==> src/rtl/dac_chain_pkg.sv <==
package dac_chain_pkg;

  typedef enum logic [2:0] {
    ST_IDLE,
    ST_SETUP,
    ST_SHIFT,
    ST_HOLD,
    ST_LOAD,
    ST_DONE
  } seqState_t;

  // Strobes from the sequencer to the datapath
  typedef struct packed {
    logic loadFrame;  // snapshot the slot buffer into the shifter
    logic csAssert;   // drive select low
    logic csRelease;  // drive select high (load edge)
    logic clkRise;    // serial clock goes high, capture return bit
    logic clkFall;    // serial clock goes low, advance data
  } dpStrobe_t;

endpackage

==> src/rtl/dac_chain_ctrl.sv <==
module dac_chain_ctrl
  import dac_chain_pkg::*;
#(
  parameter int TOTAL_BITS = 48,
  parameter int DIV_W      = 8
) (
  input  logic             clk,
  input  logic             rstN,
  input  logic             start,
  input  logic [DIV_W-1:0] halfPeriod,
  output dpStrobe_t        strobe,
  output logic             busy,
  output logic             done
);

  localparam int CNT_W = $clog2(TOTAL_BITS + 1);

  seqState_t        state;
  logic [DIV_W-1:0] divCnt;
  logic [DIV_W-1:0] hpEff;
  logic [CNT_W-1:0] bitCnt;
  logic             clkHigh;
  logic             tick;
  logic             lastBit;

  assign hpEff   = (halfPeriod == '0) ? DIV_W'(1) : halfPeriod;
  assign tick    = (divCnt >= hpEff - DIV_W'(1));
  assign lastBit = (bitCnt == CNT_W'(TOTAL_BITS - 1));

  always_ff @(posedge clk) begin
    if (!rstN) begin
      state   <= ST_IDLE;
      divCnt  <= '0;
      bitCnt  <= '0;
      clkHigh <= 1'b0;
    end else begin
      if (state == ST_IDLE || tick) divCnt <= '0;
      else                          divCnt <= divCnt + DIV_W'(1);
      unique case (state)
        ST_IDLE: begin
          if (start) begin
            state   <= ST_SETUP;
            bitCnt  <= '0;
            clkHigh <= 1'b0;
          end
        end
        ST_SETUP: begin
          if (tick) begin
            state   <= ST_SHIFT;
            clkHigh <= 1'b1;
          end
        end
        ST_SHIFT: begin
          if (tick) begin
            if (clkHigh) begin
              clkHigh <= 1'b0;
              if (lastBit) state <= ST_HOLD;
              else         bitCnt <= bitCnt + CNT_W'(1);
            end else begin
              clkHigh <= 1'b1;
            end
          end
        end
        ST_HOLD: if (tick) state <= ST_LOAD;
        ST_LOAD: if (tick) state <= ST_DONE;
        ST_DONE: state <= ST_IDLE;
        default: state <= ST_IDLE;
      endcase
    end
  end

  always_comb begin
    strobe.loadFrame = (state == ST_IDLE) && start;
    strobe.csAssert  = (state == ST_IDLE) && start;
    strobe.clkRise   = tick && ((state == ST_SETUP) || ((state == ST_SHIFT) && !clkHigh));
    strobe.clkFall   = tick && (state == ST_SHIFT) && clkHigh;
    strobe.csRelease = tick && (state == ST_HOLD);
  end

  assign busy = (state != ST_IDLE);
  assign done = (state == ST_DONE);

endmodule

==> src/rtl/dac_chain_dp.sv <==
module dac_chain_dp
  import dac_chain_pkg::*;
#(
  parameter int NUM_DEV  = 2,
  parameter int CODE_W   = 12,
  parameter bit READBACK = 1'b1
) (
  input  logic                                   clk,
  input  logic                                   rstN,
  input  dpStrobe_t                              strobe,
  input  logic                                   wrEn,
  input  logic [$clog2(2*NUM_DEV)-1:0]           wrAddr,
  input  logic [CODE_W-1:0]                      wrData,
  input  logic                                   sdi,
  output logic                                   sclk,
  output logic                                   csLd,
  output logic                                   sdo,
  output logic [2*CODE_W*NUM_DEV-1:0]            rdData
);

  localparam int SLOT_N   = 2 * NUM_DEV;
  localparam int DEV_BITS = 2 * CODE_W;
  localparam int TOTAL    = DEV_BITS * NUM_DEV;

  logic [CODE_W-1:0] slotMem [SLOT_N];
  logic [TOTAL-1:0]  frameVec;
  logic [TOTAL-1:0]  shiftR;
  logic              sclkR;
  logic              csLdR;

  // Slot buffer: independent of transfers, snapshot taken at start
  always_ff @(posedge clk) begin
    if (!rstN) begin
      for (int i = 0; i < SLOT_N; i++) slotMem[i] <= '0;
    end else if (wrEn && (int'(wrAddr) < SLOT_N)) begin
      slotMem[wrAddr] <= wrData;
    end
  end

  // Device 0 sits at the low end so it is shifted out last
  for (genvar d = 0; d < NUM_DEV; d++) begin : g_frame
    assign frameVec[d*DEV_BITS +: DEV_BITS] = {slotMem[2*d], slotMem[2*d+1]};
  end

  always_ff @(posedge clk) begin
    if (!rstN) begin
      shiftR <= '0;
      sclkR  <= 1'b0;
      csLdR  <= 1'b1;
    end else begin
      if (strobe.loadFrame) shiftR <= frameVec;
      else if (strobe.clkFall) shiftR <= {shiftR[TOTAL-2:0], 1'b0};
      if (strobe.clkRise)      sclkR <= 1'b1;
      else if (strobe.clkFall) sclkR <= 1'b0;
      if (strobe.csAssert)       csLdR <= 1'b0;
      else if (strobe.csRelease) csLdR <= 1'b1;
    end
  end

  if (READBACK) begin : g_rb
    logic [TOTAL-1:0] rdR;
    always_ff @(posedge clk) begin
      if (!rstN)               rdR <= '0;
      else if (strobe.clkRise) rdR <= {rdR[TOTAL-2:0], sdi};
    end
    assign rdData = rdR;
  end else begin : g_norb
    assign rdData = '0;
  end

  assign sclk = sclkR;
  assign csLd = csLdR;
  assign sdo  = shiftR[TOTAL-1];

endmodule

==> src/rtl/dac_chain_host.sv <==
module dac_chain_host
  import dac_chain_pkg::*;
#(
  parameter int NUM_DEV  = 2,
  parameter int CODE_W   = 12,
  parameter int DIV_W    = 8,
  parameter bit READBACK = 1'b1
) (
  input  logic                              clk,
  input  logic                              rstN,
  input  logic                              start,
  input  logic                              wrEn,
  input  logic [$clog2(2*NUM_DEV)-1:0]      wrAddr,
  input  logic [CODE_W-1:0]                 wrData,
  input  logic [DIV_W-1:0]                  halfPeriod,
  input  logic                              sdi,
  output logic                              sclk,
  output logic                              csLd,
  output logic                              sdo,
  output logic                              busy,
  output logic                              done,
  output logic [2*CODE_W*NUM_DEV-1:0]       rdData
);

  localparam int TOTAL_BITS = 2 * CODE_W * NUM_DEV;

  dpStrobe_t strobe;

  dac_chain_ctrl #(
    .TOTAL_BITS(TOTAL_BITS),
    .DIV_W     (DIV_W)
  ) u_ctrl (
    .clk       (clk),
    .rstN      (rstN),
    .start     (start),
    .halfPeriod(halfPeriod),
    .strobe    (strobe),
    .busy      (busy),
    .done      (done)
  );

  dac_chain_dp #(
    .NUM_DEV (NUM_DEV),
    .CODE_W  (CODE_W),
    .READBACK(READBACK)
  ) u_dp (
    .clk   (clk),
    .rstN  (rstN),
    .strobe(strobe),
    .wrEn  (wrEn),
    .wrAddr(wrAddr),
    .wrData(wrData),
    .sdi   (sdi),
    .sclk  (sclk),
    .csLd  (csLd),
    .sdo   (sdo),
    .rdData(rdData)
  );

endmodule

==> config.mk <==
export PLATFORM = sky130hd
export DESIGN_NAME = dac_chain_host
export DESIGN_NICKNAME = d
export VERILOG_FILES = /design/src/rtl/dac_chain_pkg.sv /design/src/rtl/dac_chain_ctrl.sv /design/src/rtl/dac_chain_dp.sv /design/src/rtl/dac_chain_host.sv
export SDC_FILE = /design/constraint.sdc
export NUM_CORES = 1
export LEC_CHECK = 0
export ABC_AREA = 1
export BUFFER_PORTS_ARGS = -buffer_cell sky130_fd_sc_hd__buf_4
export CAP_MARGIN = 15
export CORE_ASPECT_RATIO = 0.6
export CORE_MARGIN = 3
export CORE_UTILIZATION = 58
export DETAILED_ROUTE_END_ITERATION = 10
export MAX_ROUTING_LAYER = met4
export PLACE_DENSITY = 0.85
export SLEW_MARGIN = 5
export SYNTH_ARGS = -nofsm -noshare
export SYNTH_HDL_FRONTEND = slang
export SYNTH_SLANG_ARGS = --single-unit
==> constraint.sdc <==
create_clock -name clk -period 2.9 [get_ports clk]
set_input_delay 0.29 -clock clk [delete_from_list [all_inputs] [get_ports clk]]
set_output_delay 0.29 -clock clk [all_outputs]
set_load 0.05 [all_outputs]
Yosys cells after proc, flatten, opt, wreduce, memory -nomap -nowiden
Memories as Yosys holds them, arrays and structs flattened. Index checks and enable logic that the tools add are counted.

Add/subtract/negate cells: 3. Reduce and logical (&&, ||, !) cells: 22. Bitwise gates (word level): 1. $lt $le $gt $ge: 1. Muxes and demuxes: 32. Equal/unequal tests: 14.

Operators with widths (count): 2-to-1 mux 48 bit (2); 2-to-1 mux 6 bit (4); 2-to-1 mux 3 bit (7); case mux 3 bit (5 select lines) (1); 2-to-1 mux 1 bit (13); 2-to-1 mux 12 bit (1); != test 2 x 1 -> 1 bit, second input constant (6); case mux 6 bit (2 select lines) (1); OR reduction 12 bit (1); adder 8 x 1 -> 8 bit, second input constant (1); >= comparator 8 bit (1); zero test 8 bit (1); 2-to-1 mux 8 bit (1); nonzero test 2 bit (4); subtractor 8 x 1 -> 8 bit, second input constant (1); AND reduction 7 bit (1); adder 6 x 1 -> 6 bit, second input constant (1); == test 3 x 2 -> 1 bit, second input constant (2); == test 3 bit, second input constant (2); == test 6 bit, second input constant (1); logical AND 1 bit (6); nonzero test 3 bit (2); AND reduction 5 bit (1); != test 2 bit, second input constant (2); 9 further kinds (10).

RAM bits: 48. Word-level logic and storage cells: 82. Memories kept: 1. Output and inout bits: 53. Flip-flop bits (word level): 116.

Memory list: u_dp.slotMem (words 4, width 12, rd ports 4, clocked after Yosys merged registers in 0, write ports 4, line dac_chain_dp.sv:25) `logic [CODE_W-1:0] slotMem [SLOT_N];`.

Longest topological paths before layout
Depth in word-level cells: 8. Depth in mapped cells: 21.

Modules after synthesis
From an unflattened synthesis, not the netlist that was laid out.

Cells, all modules: 915. Area total of the unflattened synthesis: 7143.1 um^2.

Modules (own cells, without submodules): dac_chain_dp (cells each 715, times used 1, area each 5771.8 um^2); dac_chain_ctrl (cells each 200, times used 1, area each 1371.3 um^2).

Least setup slack after synthesis
OpenSTA, ideal clock, no wires.

Path type: input port to flip-flop. Start: in halfPeriod[3]. End: reg u_ctrl.bitCnt[1]. Setup slack: 288 ps. Cell stages on the path: 20. Path buffers: 1. Data arrival time: 2497 ps. Cells stage by stage: nor2_1 -> nand2_1 -> nor2_1 -> nand2_1 -> o21bai_1 -> inv_1 -> ha_1 -> nand2_1 -> xnor2_1 -> inv_1 -> ha_1 -> nand2_1 -> o21a_1 -> nand2_2 -> nand2_1 -> nand2_1 -> clkbuf_1 -> nand3_1 -> nand2_1 -> nor2_1.

Word-level cells in the longest chain between the ends: 6.

RTL lines: start: declaration (line dac_chain_host.sv:15) `input logic [DIV_W-1:0] halfPeriod,`; zero test 8 bit (line dac_chain_ctrl.sv:26) `assign hpEff = (halfPeriod == '0) ? DIV_W'(1) : halfPeriod;`; 2-to-1 mux 8 bit (*) (line dac_chain_ctrl.sv:26); subtractor 8 x 1 -> 8 bit (*) (line dac_chain_ctrl.sv:27) `assign tick = (divCnt >= hpEff - DIV_W'(1));`; >= comparator 8 bit (*) (line dac_chain_ctrl.sv:27); != test 2 x 1 -> 1 bit (no source line) (*); AND reduction 5 bit (no source line) (*); end signal: assignment (line dac_chain_ctrl.sv:58) `else bitCnt <= bitCnt + CNT_W'(1);`; end: declaration (line dac_chain_ctrl.sv:21) `logic [CNT_W-1:0] bitCnt;`.

Every way passes the cells marked *; elsewhere a longest branch is shown, timed or not. A chain may end at the register's enable or synchronous reset.

Final worst setup path
Start: in halfPeriod[3]. End: reg u_dp.shiftR[22].

Word-level cells in the longest chain between the ends: 7.

RTL lines: zero test 8 bit (line dac_chain_ctrl.sv:26); 2-to-1 mux 8 bit (*) (line dac_chain_ctrl.sv:26); subtractor 8 x 1 -> 8 bit (*) (line dac_chain_ctrl.sv:27); >= comparator 8 bit (*) (line dac_chain_ctrl.sv:27); logical AND 1 bit (*) (2 in series) (line dac_chain_ctrl.sv:76) `strobe.clkFall = tick && (state == ST_SHIFT) && clkHigh;`; nonzero test 2 bit (no source line) (*); end signal: assignment (line dac_chain_dp.sv:51) `if (strobe.loadFrame) shiftR <= frameVec;`; end signal: assignment (line dac_chain_dp.sv:52) `else if (strobe.clkFall) shiftR <= {shiftR[TOTAL-2:0], 1'b0};`; end: declaration (line dac_chain_dp.sv:27) `logic [TOTAL-1:0] shiftR;`.

Marked as above.

==> impl_metrics.json <==
{
  "rows": 30,
  "drt-initial-drc-count": 548,
  "holdCritPathClass": "in -> reg",
  "synth_top_family_by_area": "simple AND/OR/NAND/NOR gates",
  "gp_congestion": 0.8697,
  "synth_top_area_share_pct": 32.98,
  "pwr_density_cell_nw_per_um2": 863.3,
  "seq_area_frac_synth_pct": 53.45,
  "nNetsFinal": 996,
  "fp.dieW_um": 148.3,
  "critical_path.max_stage_delay_ns": 0.27,
  "relSlewSlack_pct": 38.42,
  "cp_common_cell": "nand2_1",
  "cts_tree": "done",
  "drtAntennaViolNets": 0,
  "cts_setup_buffers": 0,
  "vias_per_cell": 5.448,
  "cts-buffers-inserted": 17,
  "grt_max_degree": 63,
  "cts_max_level": 4,
  "routed_wl_mm": 16.45,
  "syn_area_um2": 7042,
  "yosys.area.top_type": "dfxtp_1",
  "power_uw": 7181,
  "fin_ws_ns": 0.3339,
  "synth_seq_cells": 164,
  "setup.worst_path.start_class": "input pin",
  "postCtsResizedCells": 0,
  "path_max_fanout": 48,
  "status": "complete, no violations",
  "hold_violations": 0,
  "path_cells": "buf_4, nor2_1, nand2_1, nor2_1, nand2_1, o21bai_1, inv_1, ha_1, nand2_1, xnor2_1, inv_1, ha_1, nand2_1, nor2_1, nand2_1, nand2_2, nand3_1, nand2_1, buf_12, nor2_1, nor2_1",
  "place_ws_ns": -0.06252,
  "max_freq_ghz": 0.3897,
  "place_area_um2": 7722,
  "grt_antenna_before_repair": 0,
  "area_growth_pct": 18.12,
  "path_clk_slew_ns": 0.06,
  "yosys.area_share.simple_pct": 29.03,
  "nFillCells": 914,
  "grt_overflow_total": 0,
  "dr.pass1.iters": 5,
  "critPathSlowestCell": "ha_1",
  "vdd.ir_drop.worst_mv": 0.7162,
  "crit_type": "in -> reg",
  "synthMuxAreaShare_pct": 0,
  "start_util_pct": 60.91,
  "synth-compound-area-share_pct": 8.387,
  "design_area_um2": 8318,
  "synth_adder_area_share_pct": 1.955,
  "synth_cell_types": 31,
  "route.met2.wl_mm": 7.593,
  "finalSetupViolCount": 0,
  "antenna_cells": 0,
  "finalCriticalPeriod_ns": 2.566,
  "top_layer_used": "met4",
  "p_leak_uw": 0.003569,
  "worstPathArrival_ns": 2.91,
  "yosysWarnings": 0,
  "synth_area_leaders": "dfxtp_1, edfxtp_1, nand2_1",
  "final_util_pct": 71.95,
  "worstSkewPairLatency_ns": 0.42,
  "slew_viol_final": 0,
  "detailed_place_hpwl_mm": 10.01,
  "die_area_um2": 13540,
  "crit_required_ns": 3.24,
  "grt_pass1_vias": 5589,
  "met3_length_mm": 1.304,
  "avgSynthCellArea_um2": 7.833,
  "wl_per_cell_um": 14.55,
  "io_pins": 80,
  "ctsHoldBuffers": 0,
  "rsz0062_at_grt": "no",
  "num_vias": 6162,
  "finClkSkew_ns": 0.01172,
  "grt_use_total_pct": 25.06,
  "synthCells": 899,
  "core_um2": 11560,
  "grt_pass1_wl_mm": 26.85,
  "setup_tns_ns": 0,
  "die_y_um": 91.35,
  "worstSetupEndpointType": "flop",
  "clock_sinks": 164,
  "layout-drive-gt1-share_pct": 13.49,
  "cts_buffer_depth": 2,
  "timing.final.crit_share_pct": 88.49,
  "cap_violations": 0,
  "synth_xor_area_share_pct": 1.244,
  "synth_fp_nets": 937,
  "drc": 0,
  "clockRootBuffer": "clkbuf_16",
  "tightest_slew_ns": 0.9236,
  "wl_met1_mm": 7.378,
  "portBuffers": 79
}
-- synth_stat cells, drive strengths merged --
master	number
dfxtp	116
nand4	1
nand3b	2
inv	37
ha	11
o21a	1
nand3	72
xnor2	4
nor3	16
clkbuf	27
o21bai	1
o21ai	52
xor2	6
o31ai	1
a21o	1
nor2	165
or2	3
buf	27
a21oi	60
nand2	246
edfxtp	48
nor3b	1
clkinv	1
-- path summary, 6_finish.rpt --
check	start	to	slack, ns	cells past startpoint
hold reg to reg	u_dp.rdData[47]$_SDFFE_PN0P_	u_dp.rdData[47]$_SDFFE_PN0P_	0.47	2
setup / recovery	halfPeriod[3]	u_dp.shiftR[22]$_SDFFE_PN0P_	0.33	21
setup reg to reg	u_ctrl.state[1]$_SDFFE_PN0P_	u_dp.rdData[16]$_SDFFE_PN0P_	0.80	8
hold / removal	sdi	u_dp.rdData[0]$_SDFFE_PN0P_	0.17	3
-- layer usage --
layer / track usage (%) / vias up
li1: - / 3026
met2: 36.55 / 246
met5: - / -
met4: 7.148 / 0
met1: 35.02 / 2871
met3: 6.135 / 19
-- power breakdown --
part,total (µW),internal (µW),switching (µW)
clock,2240,1350,885
combinational,1980,632,1350
sequential,2960,2740,225
-- cell usage in the layout (no fill, tap or decap), types with 6 or more instances in the layout --
cell	n
xor2_1	6
nor2_1	165
dfxtp_1	116
nand3_1	71
buf_4	90
edfxtp_1	48
clkbuf_16	19
nand2_1	244
nor3_1	16
o21ai_1	19
inv_1	35
o21ai_0	33
a21oi_1	60
ha_1	11
-- critical path: cells and delay by family --
kind	cells	cell delay, ns
AOI/OAI and AO/OA	1	0.12
and+or+nand+nor	13	1.35
xor gates and xnor gates	1	0.13
adders and majority gates	2	0.49
buffers and inverters	4	0.51
-- kinds of logic after synthesis --
| kind of cell | Yosys count |
|---|---|
| compound gates | 116 |
| xor+xnor | 10 |
| flops | 164 |
| simple gates | 506 |
| buf+inv | 92 |
| fa+ha+maj | 11 |
-- metrics by stage --
step / instances / hold WS (ns)
global placement: 1099 / 0.4399
global route: 1131 / 0.1828
detailed placement: 1099 / 0.4578
finish: 1131 / 0.1723
floorplan: 899 / 0.4300
CTS: 1131 / 0.1647
-- sequential cells by signal (all words and copies together), names as in the netlist --
signal          cells
u_dp.sclk           1
u_ctrl.divCnt       8
u_dp.csLd           1
u_ctrl.clkHigh      1
u_dp.shiftR        48
u_dp.slotMem       48
u_ctrl.state        3
u_ctrl.bitCnt       6
u_dp.rdData        48
-- final cells by class --
cell class	count	area [µm²]	share of cell area [%]
Sequential cell	164	3764	45.25
Multi-Input combinational cell	643	2860	34.39
Timing Repair Buffer	94	755.7	9.085
Clock buffer	25	528.0	6.348
Tap cell	160	200.2	2.407
Inverter	38	142.6	1.715
Clock inverter	7	67.56	0.8123
Note: power is estimated with default switching activity, not from simulation.
